$ cat src/rtl/psw_pkg.sv
package psw_pkg;

  typedef enum logic [1:0] {
    OP_ARITH = 2'd0,
    OP_CMP   = 2'd1,
    OP_LOGIC = 2'd2,
    OP_NONE  = 2'd3
  } op_class_e;

  typedef enum logic [2:0] {
    BR_ZERO  = 3'd0,
    BR_NZERO = 3'd1,
    BR_CARRY = 3'd2,
    BR_NEG   = 3'd3,
    BR_OVF   = 3'd4,
    BR_EQ    = 3'd5
  } br_cond_e;

  typedef struct packed {
    logic s;
    logic z;
    logic c;
    logic v;
    logic e;
  } flags_t;

  localparam flags_t FLAGS_RESET = '{s: 1'b0, z: 1'b0, c: 1'b0, v: 1'b0, e: 1'b0};

endpackage

$ cat src/rtl/psw_flag_logic.sv
module psw_flag_logic
  import psw_pkg::*;
#(
  parameter int DATA_W = 16
) (
  input  flags_t              cur,
  input  logic                take,
  input  logic [1:0]          op,
  input  logic [DATA_W-1:0]   value,
  input  logic                carry_in,
  input  logic                ovf_in,
  output flags_t              nxt
);
  localparam int MSB = DATA_W - 1;

  logic is_zero;
  logic top_bit;

  assign is_zero = (value == '0);
  assign top_bit = value[MSB];

  always_comb begin
    nxt = cur;
    if (take) begin
      unique case (op_class_e'(op))
        OP_ARITH: begin
          nxt.s = top_bit;
          nxt.z = is_zero;
          nxt.c = carry_in;
          nxt.v = ovf_in;
        end
        OP_CMP: begin
          nxt.s = top_bit;
          nxt.z = is_zero;
          nxt.c = carry_in;
          nxt.v = ovf_in;
          nxt.e = is_zero;
        end
        OP_LOGIC: begin
          nxt.s = top_bit;
          nxt.z = is_zero;
        end
        default: nxt = cur;
      endcase
    end
  end
endmodule

$ cat src/rtl/psw_priv_ctrl.sv
module psw_priv_ctrl (
  input  logic ie_q,
  input  logic sup_q,
  input  logic ie_set,
  input  logic ie_clr,
  input  logic sup_set,
  input  logic sup_clr,
  output logic violation,
  output logic ie_nxt,
  output logic sup_nxt
);
  logic any_strobe;

  assign any_strobe = ie_set | ie_clr | sup_set | sup_clr;
  assign violation  = any_strobe & ~sup_q;

  always_comb begin
    ie_nxt  = ie_q;
    sup_nxt = sup_q;
    if (sup_q) begin
      if (ie_clr)       ie_nxt = 1'b0;
      else if (ie_set)  ie_nxt = 1'b1;
      if (sup_clr)      sup_nxt = 1'b0;
      else if (sup_set) sup_nxt = 1'b1;
    end
  end
endmodule

$ cat src/rtl/psw_cond_eval.sv
module psw_cond_eval
  import psw_pkg::*;
(
  input  flags_t     flags,
  input  logic [2:0] sel,
  output logic       taken
);
  always_comb begin
    unique case (sel)
      BR_ZERO:  taken = flags.z;
      BR_NZERO: taken = ~flags.z;
      BR_CARRY: taken = flags.c;
      BR_NEG:   taken = flags.s;
      BR_OVF:   taken = flags.v;
      BR_EQ:    taken = flags.e;
      default:  taken = 1'b0;
    endcase
  end
endmodule

$ cat src/rtl/psw_flag_unit.sv
module psw_flag_unit
  import psw_pkg::*;
#(
  parameter int DATA_W = 16
) (
  input  logic              clk,
  input  logic              rst_n,
  input  logic              res_valid,
  output logic              res_ready,
  input  logic [DATA_W-1:0] res_value,
  input  logic              res_carry,
  input  logic              res_ovf,
  input  logic [1:0]        res_op,
  input  logic              ie_set,
  input  logic              ie_clr,
  input  logic              sup_set,
  input  logic              sup_clr,
  input  logic [2:0]        cond_sel,
  output logic              cond_true,
  output logic              flag_sign,
  output logic              flag_zero,
  output logic              flag_carry,
  output logic              flag_ovf,
  output logic              flag_eq,
  output logic              int_enable,
  output logic              supervisor,
  output logic              priv_fault
);
  flags_t flags_q, flags_nxt;
  logic   ie_q, sup_q, fault_q;
  logic   ie_nxt, sup_nxt, violation, take;

  assign res_ready = ~violation;
  assign take      = res_valid & res_ready;

  psw_priv_ctrl u_priv (
    .ie_q      (ie_q),
    .sup_q     (sup_q),
    .ie_set    (ie_set),
    .ie_clr    (ie_clr),
    .sup_set   (sup_set),
    .sup_clr   (sup_clr),
    .violation (violation),
    .ie_nxt    (ie_nxt),
    .sup_nxt   (sup_nxt)
  );

  psw_flag_logic #(.DATA_W(DATA_W)) u_flags (
    .cur      (flags_q),
    .take     (take),
    .op       (res_op),
    .value    (res_value),
    .carry_in (res_carry),
    .ovf_in   (res_ovf),
    .nxt      (flags_nxt)
  );

  psw_cond_eval u_cond (
    .flags (flags_q),
    .sel   (cond_sel),
    .taken (cond_true)
  );

  always_ff @(posedge clk) begin
    if (!rst_n) begin
      flags_q <= FLAGS_RESET;
      ie_q    <= 1'b0;
      sup_q   <= 1'b1;
      fault_q <= 1'b0;
    end else begin
      fault_q <= violation;
      if (!violation) begin
        flags_q <= flags_nxt;
        ie_q    <= ie_nxt;
        sup_q   <= sup_nxt;
      end
    end
  end

  assign flag_sign  = flags_q.s;
  assign flag_zero  = flags_q.z;
  assign flag_carry = flags_q.c;
  assign flag_ovf   = flags_q.v;
  assign flag_eq    = flags_q.e;
  assign int_enable = ie_q;
  assign supervisor = sup_q;
  assign priv_fault = fault_q;
endmodule

$ cat config.mk
export PLATFORM = sky130hd
export DESIGN_NAME = psw_flag_unit
export DESIGN_NICKNAME = d
export VERILOG_FILES = /design/src/rtl/psw_pkg.sv /design/src/rtl/psw_flag_logic.sv /design/src/rtl/psw_priv_ctrl.sv /design/src/rtl/psw_cond_eval.sv /design/src/rtl/psw_flag_unit.sv
export SDC_FILE = /design/constraint.sdc
export NUM_CORES = 1
export LEC_CHECK = 0
export BUFFER_PORTS_ARGS = -buffer_cell sky130_fd_sc_hd__buf_2
export CORE_AREA = 2 2 39 41
export DETAILED_ROUTE_END_ITERATION = 8
export DIE_AREA = 0 0 41 43
export PLACE_DENSITY = 0.74
export SKIP_LAST_GASP = 1
export SYNTH_ARGS = -nofsm -noshare
export SYNTH_HDL_FRONTEND = slang
export SYNTH_SLANG_ARGS = --single-unit
$ cat constraint.sdc
create_clock -name clk -period 1.27 [get_ports clk]
set_input_delay 0.254 -clock clk [delete_from_list [all_inputs] [get_ports clk]]
set_output_delay 0.254 -clock clk [all_outputs]
set_load 0.01 [all_outputs]
---- Word-level counts from Yosys, hierarchy flattened ----
Index checks and enable logic that the tools add are counted.
operators by class
  equality and inequality tests ........... 7
  mux-type cells .......................... 5
  bitwise gates (word level) .............. 8
  reductions and logical operators ........ 10
operators by type and width
  kind                                                 count
  logical NOT 16 bit                                   1
  AND reduction 3 bit                                  4
  equality test 3 x 2 -> 1 bit, second input constant  2
  equality test 3 bit, second input constant           2
  case mux 1 bit (6 select lines)                      1
  2-to-1 mux 1 bit                                     4
  equality test 3 x 1 -> 1 bit, second input constant  1
  logical NOT 3 bit                                    1
  NOT 1 bit                                            3
  bitwise OR 1 bit                                     3
  OR reduction 3 bit                                   1
  bitwise AND 1 bit                                    2
  equality test 2 x 1 -> 1 bit, second input constant  1
  equality test 2 bit, second input constant           1
  logical NOT 2 bit                                    1
  nonzero test 2 bit                                   1
  OR reduction 2 bit                                   1
word-level totals
  flip-flop bits (word level) ............. 8
  input port bits ......................... 30
  output and inout bits ................... 10
  word-level logic and storage cells ...... 38

---- Longest topological paths before layout ----
Gate-level depths: netlist (run 1).
  depth after elaboration ................. 7
  depth in mapped cells ................... 4
  gate-level depth less buffers ........... 4

---- Modules after synthesis ----
From an unflattened synthesis (run 1), not the netlist that was laid out.
second synthesis, totals
  cell total of the unflattened synthesis .. 53
  area total of the unflattened synthesis .. 524.3 um2
modules (own cells, without submodules)
  module          instances  cells each  area an instance (um2)  sequential area each (um2)
  psw_flag_unit   1          26          302.8                   160.2
  psw_flag_logic  1          15          137.6                   0.0
  psw_cond_eval   1          7           56.3                    0.0
  psw_priv_ctrl   1          5           27.5                    0.0

---- Worst setup path before layout (run 1) ----
OpenSTA, ideal clock, no wires.
  kind .................................... flip-flop to output port
  start point ............................. register flags_q (netlist bit flag_zero)
  end point ............................... output port cond_true
  arrival ................................. 879 ps
  data required time ...................... 1016 ps
  path slack .............................. 137 ps
  cell stages (with the launch flop) ...... 5
  buffers on the path ..................... 0
  cell sequence ........................... dfxtp_1 -> nor2b_1 -> a211o_1 -> nand2_1 -> o21ai_1
between the ends
  cells in the longest elaborated chain, start to end .. 2
ends and longest elaborated chain
  element                              line                 RTL
  from (decl)                          psw_flag_unit.sv:29  flags_t flags_q, flags_nxt;
  from (signal assigned)               psw_flag_unit.sv:73  flags_q <= flags_nxt;
  NOT 1 bit                            psw_cond_eval.sv:11  BR_NZERO: taken = ~flags.z;
  case mux 1 bit (6 select lines) (*)  psw_cond_eval.sv:9   unique case (sel)
  to (decl)                            psw_flag_unit.sv:19  output logic cond_true,
Every way passes the cells marked *; elsewhere a longest branch is shown, timed or not.

---- Worst setup path after layout (run 1) ----
Same ends and word-level chain as after synthesis.

==> parameters.txt, run 1 <==
Parameter                              Value

Routing
  DR WL/cell ... about 11 microns
  Via density per instance ... 4.78
  Vias ... between 500 and 600
  Routed Wire Length ... between 1000 and 1500 microns
  Final antenna-violating net count ... 0
  1st-iter DRT viols ... 4
  Number of optimization iterations in the first detailed-route pass ... 4
  # DRC ... 0

Clocking
  Bufs on Longest Clock Path ... 2
  Clock Root Buffer ... sky130_fd_sc_hd__clkbuf_4
  Worst skew pair latency ... 250 ps
  Number of clock sinks ... 8
  Clock edge transition at the registers on the reported setup and hold paths ... approximately 50 ps
  TritonCTS clock tree ... built
  Total number of H-tree levels ... 1
  Total clock buffers created by CTS ... 3

GRT
  Number of global-route vias before repair ... roughly 440
  Maximum number of pins on one net before global-route repair ... 11
  Global-route wire length before repair ... ~1700 microns
  Overflow left after global routing ... 0
  Total GRT Usage ... 0.146
  Initial antenna violation count ... 0

STA
  Hold violation count in the final report ... 0
  Period Utilization, post-route ... 1.10
  Total count of max-transition violations in the final report ... 0
  Setup Total Neg Slack ... -124 ps
  Min setup slack post-route ... -124 ps
  Setup Viol. Count Final ... 1
  Shortest period the worst path allows ... ~1400 ps
  Slew Limit Headroom ... 0.827
  Clk_skew ... 4.91 ps
  Maximum clock rate ... between 700 and 800 MHz
  RSZ-0062 raised after global routing ... true
  Transition time at the pin with the least slew margin ... 258 ps

Worst setup path
  Startpoint type of the worst setup path ... flip-flop
  Required @ worst endpoint ... between 1000 and 1500 ps
  Critical R2R Launch ... supervisor
  CP Class ... reg -> out
  Number of cells traversed by the worst register-to-register path ... 3
  Worst R2R Setup Slack ... ~330 ps
  Capturing element type of the critical path ... output pin
  Maximum fanout along the worst path ... 2
  Arrival time reported for the critical path endpoint ... between 1000 and 1500 ps
  Reg-to-reg critical path endpoint ... flag_eq
  Worst setup path startpoint ... flag_zero

Placed design
  Worst setup timing slack at the placement stage ... between 3 and 4 ps
  Number of placed instances with taps included ... approximately 100
  Number of I/O port buffers ... 39
  Final RePlAce weighted congestion ... ~0.73
  HPWL after DPL ... between 900 and 1000 microns

Layout
  Fin cells ... between 100 and 150
  Number of fill cells in the layout ... ~150
  Ant diodes ... 0
  Post-synthesis to final-layout area growth ... 62.6%
  Layout Nets ... roughly 130
  Share of final-layout standard cells stronger than drive strength 1 ... 0.527

Worst hold path
  Worst Hold Path EP ... flag_carry
  Cell depth of the worst min-delay path ... 3
  Min-delay worst type ... in -> reg
  Hold Startpoint ... res_carry

Pwr
  Ratio of total power to cell area ... approximately 860 mW/mm^2
  Seq pwr share ... 0.464
  Peak supply drop ... about 490 uV
  Power dissipated by switching net loads ... around 0.15 mW
  Part of the total power dissipated in the clock network ... 0.330
  Share of total power in combinational logic ... 0.207
  Cell leakage power ... around 0.35 nW
  Total power after layout ... 0.585 mW
  Switching part of the total power ... 0.260
  Internal power consumption ... approximately 0.43 mW

Job
  Max-cap viol count ... 0

Die
  Die boundary width ... around 41 microns
  Die area ... about 0.0018 sq mm
  Top-level I/O count ... 40
  Chip Height ... between 40 and 50 microns
  Effective utilization at floorplan ... 0.302
  Num rows ... 14
  Core area ... 0.00138 sq mm

Synth
  Post-synthesis net count ... 80
  Sequential cell area fraction in the yosys report ... 0.383
  Total standard cell area after synthesis ... 418 sq um
  Number of instances in the synthesized netlist ... 50
  Synth Area per Inst ... 8.36 sq um
  Yosys Warn Count ... 0
  Post-synthesis sequential element count ... 8
  Number of distinct library cells after synthesis ... 19

Run status
  Violated checks ... negative setup slack
  Result of the run ... finished with violations
## worst max path at each step
| stage | end | slack [ps] | cells after the start |
|---|---|---|---|
| 2_1_floorplan | cond_true | 140 | 4 |
| 3_3_place_gp | res_ready | 30 | 4 |
| 3_5_place_dp | flag_sign | 4 | 5 |
| 4_1_cts | cond_true | -130 | 5 |
| 5_1_grt | cond_true | -170 | 5 |
| 6_report | cond_true | -120 | 5 |
## state kept, by name, indices dropped and copies added (netlist names)
name / flops
supervisor: 1
flag_ovf: 1
int_enable: 1
flag_sign: 1
flag_carry: 1
flag_eq: 1
flag_zero: 1
priv_fault: 1
## Yosys cell counts
master,n,area [sq um]
sky130_fd_sc_hd__o21ai_1,5,25.0
sky130_fd_sc_hd__a21oi_2,1,8.76
sky130_fd_sc_hd__mux2i_1,4,40.0
sky130_fd_sc_hd__nand2_1,8,30.0
sky130_fd_sc_hd__a211o_1,1,8.76
sky130_fd_sc_hd__o211a_1,1,10.0
sky130_fd_sc_hd__or2_1,1,6.26
sky130_fd_sc_hd__dfxtp_1,8,160
sky130_fd_sc_hd__and4_1,1,8.76
sky130_fd_sc_hd__nor2b_1,3,18.8
sky130_fd_sc_hd__nor2_1,3,11.3
sky130_fd_sc_hd__nand3_1,2,10.0
sky130_fd_sc_hd__a21oi_1,1,5.00
sky130_fd_sc_hd__inv_1,2,7.51
sky130_fd_sc_hd__nor4_1,4,25.0
sky130_fd_sc_hd__nor4_4,1,21.3
sky130_fd_sc_hd__a211oi_1,1,7.51
sky130_fd_sc_hd__o21ai_0,2,10.0
sky130_fd_sc_hd__clkbuf_1,1,3.75
## routing by layer
metal | global-route usage | up-vias | part of all wire | wire length [microns]
li1 | - | 268 | - | -
met1 | 0.166 | 227 | 0.41 | 505
met2 | 0.219 | 22 | 0.48 | 593
met3 | 0.0314 | 4 | 0.084 | 104
met4 | 0.120 | 0 | 0.024 | 30
met5 | 0 | - | 0 | 0
## cell usage in the layout, fill, tap and decap left out, types with 2 or more instances in the layout
cell                       Yosys  layout
sky130_fd_sc_hd__buf_2         0      39
sky130_fd_sc_hd__nand2_1       8       8
sky130_fd_sc_hd__o21ai_1       5       6
sky130_fd_sc_hd__dfxtp_1       8       6
sky130_fd_sc_hd__mux2i_1       4       4
sky130_fd_sc_hd__nor4_1        4       4
sky130_fd_sc_hd__nor2_1        3       3
sky130_fd_sc_hd__clkbuf_4      0       3
sky130_fd_sc_hd__nor2b_1       3       2
sky130_fd_sc_hd__inv_1         2       2
sky130_fd_sc_hd__nand3_1       2       2
sky130_fd_sc_hd__buf_4         0       2
## power groups by stage
| stage | clock, mW | combinational (mW) | sequential, mW |
|---|---|---|---|
| after detailed placement | 0 | 0.119 | 0.277 |
| after CTS | 0.196 | 0.121 | 0.272 |
| after floorplan | 0 | 0.0418 | 0.281 |
| final | 0.193 | 0.121 | 0.272 |
| after global routing | 0.209 | 0.134 | 0.273 |
| after global placement | 0 | 0.116 | 0.276 |
## timing repair
action                                  CTS  global route
pin swaps                                 1             2
resized for setup                         5             1
buffers inserted                          1             1
hold buffers                              0             0
endpoints found under the setup margin    2             2
hold endpoints to repair                  0             0
## layout make-up
type | instances | area [sq um] | area share
flip-flops and latches | 8 | 165 | 0.243
well taps | 16 | 20.0 | 0.0295
repair buffers | 41 | 210 | 0.309
clock buffers | 3 | 22.5 | 0.0331
multi-input cells | 39 | 254 | 0.374
inverters | 2 | 7.51 | 0.0110
## critical path: stages (launching register included)
cell and delay, ps:
sky130_fd_sc_hd__dfxtp_2 320, sky130_fd_sc_hd__nor2b_4 120, sky130_fd_sc_hd__a211o_1 210, sky130_fd_sc_hd__nand2_1 60, sky130_fd_sc_hd__o21ai_1 50, sky130_fd_sc_hd__buf_2 130
## cells by family after synthesis
kind of cell	Yosys count	share of synthesized area
simple gates	23	0.314
compound gates	12	0.180
flops	8	0.383
mux	4	0.0958
buf+inv	3	0.0269
## stage by stage
step / hold WS, ps / util / cell area [sq um]
after global routing: 247 / 0.491 / 679
after global placement: 463 / 0.455 / 629
after CTS: 229 / 0.484 / 669
final: 237 / 0.491 / 679
after floorplan: 354 / - / 418
after detailed placement: 471 / 0.455 / 629
(Power assumes the default switching activity.)
==> run 2: changes to the inputs <==
TNS_END_PERCENT = 20   (was default)
==> run 2 against run 1 <==
  * The run still ends with negative setup slack left
  * Sequential power barely moved
  * Fmax grew 0.40%
  * Register-to-register slack got worse by 70 ps
  * Critical path type unchanged
==> parameters.txt, run 2 (synthesized netlist as in run 1, its figures left out) <==
Parameter                              Value

Placed design
  Final RePlAce weighted congestion ... 0.734 (unchanged)
  Worst setup timing slack at the placement stage ... 3.90 ps (unchanged)
  HPWL after DPL ... 963 microns (unchanged)
  Dpl cell area ... 629 sq um (unchanged)
  Number of I/O port buffers ... 39 (unchanged)

Pwr
  Cell leakage power ... 0.342 nW (was 0.348 nW)
  Ratio of total power to cell area ... 861 mW/mm^2 (was 862 mW/mm^2)
  Peak supply drop ... 469 uV (was 486 uV)

Worst setup path
  Slowest-stage cell, CP ... sky130_fd_sc_hd__dfxtp_2 (unchanged)
  CP Class ... reg -> out (unchanged)
  Capturing element type of the critical path ... output pin (unchanged)
  Critical Path Max Stage Delay ... 320 ps (about the same)
  Maximum fanout along the worst path ... 2 (unchanged)
  Required @ worst endpoint ... 1020 ps (about the same)
  WP buf/inv ... 1 (unchanged)
  List of cells traversed by the critical path ... nor2b_4 -> a211o_1 -> nand2_1 -> o21ai_1 -> buf_2 (unchanged)
  Arrival time reported for the critical path endpoint ... 1130 ps (was 1140 ps)
  Largest delay contributor family on the critical path ... flip-flops (unchanged)
  Startpoint type of the worst setup path ... flip-flop (unchanged)

Die
  Die area ... 0.00176 sq mm (unchanged)
  Chip Height ... 43 microns (unchanged)
  Effective utilization at floorplan ... 0.302 (unchanged)
  Die boundary width ... 41 microns (unchanged)
  Top-level I/O count ... 40 (unchanged)
  Core area ... 0.00138 sq mm (unchanged)
  Num rows ... 14 (unchanged)

Clocking
  Bufs on Longest Clock Path ... 2 (unchanged)
  Clock Root Buffer ... sky130_fd_sc_hd__clkbuf_4 (unchanged)
  Total clock buffers created by CTS ... 3 (unchanged)
  Total number of H-tree levels ... 1 (unchanged)
  TritonCTS clock tree ... built (unchanged)
  Post-cts hold buffer count ... 0 (unchanged)
  Clock edge transition at the registers on the reported setup and hold paths ... 50 ps (about the same)
  Worst skew pair latency ... 240 ps (was 250 ps)
  Number of clock sinks ... 8 (unchanged)

Routing
  Routed Wire Length ... 1160 microns (was 1230 microns)
  Vias ... 519 (was 521)
  Number of optimization iterations in the first detailed-route pass ... 4 (unchanged)
  Final antenna-violating net count ... 0 (unchanged)
  # DRC ... 0 (unchanged)
  1st-iter DRT viols ... 4 (unchanged)
  Via density per instance ... 4.81 (was 4.78)
  DR WL/cell ... 10.7 microns (was 11.3 microns)

GRT
  Global-route wire length before repair ... 1690 microns (unchanged)
  Overflow left after global routing ... 0 (unchanged)
  Initial antenna violation count ... 0 (unchanged)
  Total GRT Usage ... 0.146 (unchanged)
  Maximum number of pins on one net before global-route repair ... 11 (unchanged)
  Number of global-route vias before repair ... 444 (unchanged)

STA
  Maximum clock rate ... 720 MHz (was 718 MHz)
  RSZ-0062 raised after global routing ... true (unchanged)
  Transition time at the pin with the least slew margin ... 289 ps (was 258 ps)
  Slew Limit Headroom ... 0.806 (was 0.827)
  Total count of max-transition violations in the final report ... 0 (unchanged)
  Hold violation count in the final report ... 0 (unchanged)
  Period Utilization, post-route ... 1.09 (was 1.10)
  Setup Viol. Count Final ... 2 (was 1)
  Shortest period the worst path allows ... 1390 ps (about the same)
  Min setup slack post-route ... -118 ps (was -124 ps)
  Clk_skew ... 0.781 ps (was 4.91 ps)

Layout
  Most used cells in the layout excluding fill and tap cells ... sky130_fd_sc_hd__buf_2, sky130_fd_sc_hd__nand2_1, sky130_fd_sc_hd__dfxtp_1 (was sky130_fd_sc_hd__buf_2, sky130_fd_sc_hd__nand2_1, sky130_fd_sc_hd__o21ai_1, sky130_fd_sc_hd__dfxtp_1)
  Ant diodes ... 0 (unchanged)
  Post-synthesis to final-layout area growth ... 59.9% (was 62.6%)
  Layout Nets ... 124 (was 125)
  Most common library cell in the layout ignoring fill and taps ... sky130_fd_sc_hd__buf_2 (unchanged)
  Post-layout instance area ... 668 sq um (was 679 sq um)
  Share of final-layout standard cells stronger than drive strength 1 ... 0.511 (was 0.527)

Run status
  Result of the run ... finished with violations (unchanged)
  Violated checks ... negative setup slack (unchanged)

Job
  Max-cap viol count ... 0 (unchanged)

Worst hold path
  Min-delay worst type ... in -> reg (unchanged)
run 2: final timing paths:
kind / startpoint / end / slack, ps / cells after the start
setup reg to reg: supervisor / flag_zero / 260 / 3
hold reg to reg: flag_sign / flag_sign / 490 / 2
hold / removal: ie_clr / int_enable / 240 / 2
setup / recovery: flag_zero / cond_true / -120 / 5
run 2: layout make-up:
| class | count | area, sq um |
|---|---|---|
| fillers | 150 | 716 |
| flip-flops and latches | 8 | 161 |
| repair buffers | 40 | 203 |
| well taps | 16 | 20.0 |
| inverters | 2 | 7.51 |
| clock buffers | 3 | 22.5 |
| multi-input cells | 39 | 254 |
run 2: routing by layer:
| layer | GRT usage | part of all wire |
|---|---|---|
| met4 | 0.120 | 0.011 |
| met2 | 0.219 | 0.50 |
| met1 | 0.166 | 0.40 |
| met5 | 0 | 0 |
| met3 | 0.0314 | 0.089 |
run 2: power by group:
group / switching, mW / internal (mW) / total, mW
combinational: 0.0567 / 0.0624 / 0.119
sequential: 0.00957 / 0.262 / 0.272
clock: 0.0767 / 0.107 / 0.184
run 2: timing repair:
item                       CTS  global route
buffers inserted             1             0
gates resized for setup      4             0
pin swaps                    1             0
setup endpoints to repair    2             2
run 2: metrics by stage:
| stage | hold slack, ps | utilization | TNS, ps | total power, mW | cells |
|---|---|---|---|---|---|
| after detailed placement | 471 | 0.455 | 0 | 0.395 | 104 |
| after floorplan | 354 | - | 0 | 0.322 | 50 |
| after global routing | 247 | 0.483 | -222 | 0.614 | 108 |
| after global placement | 463 | 0.455 | 0 | 0.392 | 104 |
| after CTS | 229 | 0.483 | -148 | 0.588 | 108 |
| final | 239 | 0.483 | -124 | 0.575 | 108 |
==> run 3: changes to the inputs <==
CORE_AREA = default   (was 2 2 39 41)
CORE_UTILIZATION = 38   (was default)
DIE_AREA = default   (was 0 0 41 43)
PLACE_DENSITY = 0.8   (was 0.74)
SYNTH_HIERARCHICAL = 1   (was default)
==> run 3 against run 2 <==
  * The run still ends with negative setup slack left
  * Sequential share of layout area shrank 4.5 points
  * Count of clock-buffer cells in the layout unchanged
  * Setup slack worse by 58 ps
  * Combinational power increased by 77%
  * Via count rose by 8.1%
  * Global-route usage up 3.7 points
  * Hold slack got worse by 13 ps
  * Wire length grew 11%
  * First-iteration DRC count increased by 100%
  * Critical path depth increased by 3
  * Flip-flop and latch count stayed put
  * Final area increased by 24%
  * Largest cell class unchanged
==> parameters.txt, run 3 <==
Parameter                              Value

Run status
  Result of the run ... finished with violations (unchanged)
  Violated checks ... negative setup slack (unchanged)

Synth
  Most numerous cell in the Yosys netlist ... sky130_fd_sc_hd__mux2i_1
  Post-synthesis cell type with the largest combined area ... sky130_fd_sc_hd__dfxtp_1 (unchanged)
  Number of instances in the synthesized netlist ... 53 (was 50)
  Dominant synthesized flop cell ... sky130_fd_sc_hd__dfxtp_1 (unchanged)
  Total standard cell area after synthesis ... 524 sq um (was 418 sq um)
  Post-synth ARST share ... 0 (unchanged)
  Proportion of netlist area held by the largest area contributor ... 0.305 (was 0.383)
  Synth Area per Inst ... 9.89 sq um (was 8.36 sq um)
  Sequential cell area fraction in the yosys report ... 0.305 (was 0.383)
  Cell types with the largest area share after synthesis ... sky130_fd_sc_hd__dfxtp_1, sky130_fd_sc_hd__mux2i_1, sky130_fd_sc_hd__nor4_2, sky130_fd_sc_hd__nor2b_1, sky130_fd_sc_hd__mux2_2 (was sky130_fd_sc_hd__dfxtp_1, sky130_fd_sc_hd__mux2i_1, sky130_fd_sc_hd__nand2_1, sky130_fd_sc_hd__nor4_1, sky130_fd_sc_hd__o21ai_1)
  Yosys Warn Count ... 6 (was 0)
  Leading post-synthesis cells by instance count ... sky130_fd_sc_hd__mux2i_1, sky130_fd_sc_hd__dfxtp_1, sky130_fd_sc_hd__nor2b_1, sky130_fd_sc_hd__nor4_2 (was sky130_fd_sc_hd__dfxtp_1, sky130_fd_sc_hd__nand2_1, sky130_fd_sc_hd__o21ai_1, sky130_fd_sc_hd__mux2i_1, sky130_fd_sc_hd__nor4_1)
  Number of flops mapped to enable cells by yosys ... 0 (unchanged)
  Post-synthesis net count ... 83 (was 80)
  Number of distinct library cells after synthesis ... 23 (was 19)
  Post-synthesis sequential element count ... 8 (unchanged)

Routing
  DR WL/cell ... 11.3 microns (was 10.7 microns)
  Via density per instance ... 4.92 (was 4.81)
  Routed Wire Length ... 1280 microns (was 1160 microns)
  1st-iter DRT viols ... 8 (was 4)
  Vias ... 561 (was 519)
  Number of optimization iterations in the first detailed-route pass ... 4 (unchanged)
  Final antenna-violating net count ... 0 (unchanged)
  # DRC ... 0 (unchanged)

Worst hold path
  Min-delay worst type ... in -> reg (unchanged)

Worst setup path
  Capturing element type of the critical path ... flip-flop (was output pin)
  Startpoint type of the worst setup path ... primary input (was flip-flop)
  Required @ worst endpoint ... 1420 ps (was 1020 ps)
  Arrival time reported for the critical path endpoint ... 1590 ps (was 1130 ps)
  CP Class ... in -> reg (was reg -> out)
  Maximum fanout along the worst path ... 3 (was 2)

Placed design
  Number of I/O port buffers ... 39 (unchanged)
  HPWL after DPL ... 1040 microns (was 963 microns)
  Final RePlAce weighted congestion ... 0.726 (was 0.734)

Die
  Die boundary width ... 39.1 microns (was 41 microns)
  Core area ... 0.00128 sq mm (was 0.00138 sq mm)
  Effective utilization at floorplan ... 0.408 (was 0.302)
  Chip Height ... 39.1 microns (was 43 microns)
  Die area ... 0.00153 sq mm (was 0.00176 sq mm)
  Num rows ... 13 (was 14)
  Top-level I/O count ... 40 (unchanged)

STA
  Transition time at the pin with the least slew margin ... 196 ps (was 289 ps)
  Setup Total Neg Slack ... -776 ps (was -124 ps)
  Hold violation count in the final report ... 0 (unchanged)
  Setup Viol. Count Final ... 6 (was 2)
  Total count of max-transition violations in the final report ... 0 (unchanged)
  Clk_skew ... 0.926 ps (was 0.781 ps)
  Period Utilization, post-route ... 1.14 (was 1.09)
  Min setup slack post-route ... -176 ps (was -118 ps)
  Maximum clock rate ... 691 MHz (was 720 MHz)
  Slew Limit Headroom ... 0.868 (was 0.806)
  RSZ-0062 raised after global routing ... true (unchanged)
  Shortest period the worst path allows ... 1450 ps (was 1390 ps)

Job
  Max-cap viol count ... 0 (unchanged)

Layout
  Most common library cell in the layout ignoring fill and taps ... sky130_fd_sc_hd__buf_2 (unchanged)
  Number of fill cells in the layout ... 109 (was 150)
  Share of final-layout standard cells stronger than drive strength 1 ... 0.616 (was 0.511)
  Post-synthesis to final-layout area growth ... 58.0% (was 59.9%)
  Ant diodes ... 0 (unchanged)
  Total area of multi-input combinational cells ... 368 sq um (was 254 sq um)
  Most used cells in the layout excluding fill and tap cells ... sky130_fd_sc_hd__buf_2, sky130_fd_sc_hd__mux2i_1, sky130_fd_sc_hd__nor2b_1, sky130_fd_sc_hd__dfxtp_1, sky130_fd_sc_hd__buf_4 (was sky130_fd_sc_hd__buf_2, sky130_fd_sc_hd__nand2_1, sky130_fd_sc_hd__dfxtp_1)
  Sequential cell area ... 163 sq um (was 161 sq um)
  Layout Nets ... 131 (was 124)

Clocking
  Post-cts hold buffer count ... 0 (unchanged)
  Bufs on Longest Clock Path ... 2 (unchanged)
  Number of clock sinks ... 8 (unchanged)
  Total clock buffers created by CTS ... 3 (unchanged)
  Clock Root Buffer ... sky130_fd_sc_hd__clkbuf_4 (unchanged)
  Total number of H-tree levels ... 1 (unchanged)
  Worst skew pair latency ... 250 ps (was 240 ps)
  Clock edge transition at the registers on the reported setup and hold paths ... 50 ps (about the same)
  TritonCTS clock tree ... built (unchanged)

Pwr
  Peak supply drop ... 427 uV (was 469 uV)
  Total power after layout ... 0.682 mW (was 0.575 mW)
  Cell leakage power ... 0.398 nW (was 0.342 nW)
  Ratio of total power to cell area ... 824 mW/mm^2 (was 861 mW/mm^2)

GRT
  Global-route wire length before repair ... 1850 microns (was 1690 microns)
  Initial antenna violation count ... 0 (unchanged)
  Number of global-route vias before repair ... 481 (was 444)
  Total GRT Usage ... 0.183 (was 0.146)
  Overflow left after global routing ... 0 (unchanged)
  Maximum number of pins on one net before global-route repair ... 10 (was 11)
==> run 3: repair_timing <==
action | 4_1_cts | 5_1_grt
resized for setup | 2 | 3
pin swaps | 1 | 2
endpoints found under the setup margin | 6 | 7
buffers inserted | 1 | 0
==> run 3: final cells by class <==
cell class | instances | area share
Sequential cell | 8 | 0.196
Tap cell | 15 | 0.0227
Inverter | 3 | 0.0136
Multi-Input combinational cell | 41 | 0.444
Timing Repair Buffer | 44 | 0.296
Clock buffer | 3 | 0.0272
==> run 3: final timing paths <==
path,start,end,slack [ps],cells after the start
worst max register to register,supervisor,flag_carry,-130,6
worst min-delay path,rst_n,supervisor,230,2
worst max-delay path,ie_clr,flag_sign,-180,8
worst min register to register,int_enable,int_enable,540,2
==> run 3: per-stage QoR <==
| stage | cells | instance area, sq um | worst slack, ps | hold WS (ps) | util |
|---|---|---|---|---|---|
| floorplan | 53 | 542 | -423 | 316 | - |
| global placement | 110 | 774 | -412 | 489 | 0.603 |
| detailed placement | 110 | 774 | -439 | 486 | 0.603 |
| CTS | 114 | 807 | -184 | 219 | 0.628 |
| global route | 114 | 828 | -245 | 225 | 0.645 |
| finish | 114 | 828 | -176 | 226 | 0.645 |
==> run 3: critical path: stages <==
cell and delay (ps):
sky130_fd_sc_hd__buf_6 100, sky130_fd_sc_hd__nor4_4 250, sky130_fd_sc_hd__nor2_1 80, sky130_fd_sc_hd__and2b_2 230, sky130_fd_sc_hd__a21boi_4 200, sky130_fd_sc_hd__mux2_4 310, sky130_fd_sc_hd__mux2i_1 120, sky130_fd_sc_hd__nor2b_1 60
==> run 3: logic make-up after synthesis <==
| family | synth area share |
|---|---|
| and+or+nand+nor | 0.291 |
| muxes | 0.265 |
| DFF | 0.305 |
| AOI/OAI and AO/OA | 0.0787 |
| buffers and inverters | 0.0430 |
| xor gates and xnor gates | 0.0167 |
==> run 3: layer usage <==
metal	vias to the layer above	wire length [microns]	track usage
met5	-	0	0
met4	0	0	0.0948
met3	0	54	0.0405
met2	18	735	0.354
met1	259	494	0.175
li1	284	-	-
==> run 3: report_power, final <==
group | switching [mW] | total [mW] | internal, mW
clock network | 0.0883 | 0.197 | 0.108
logic | 0.0913 | 0.211 | 0.119
registers | 0.00916 | 0.275 | 0.266
total | 0.189 | 0.682 | 0.494
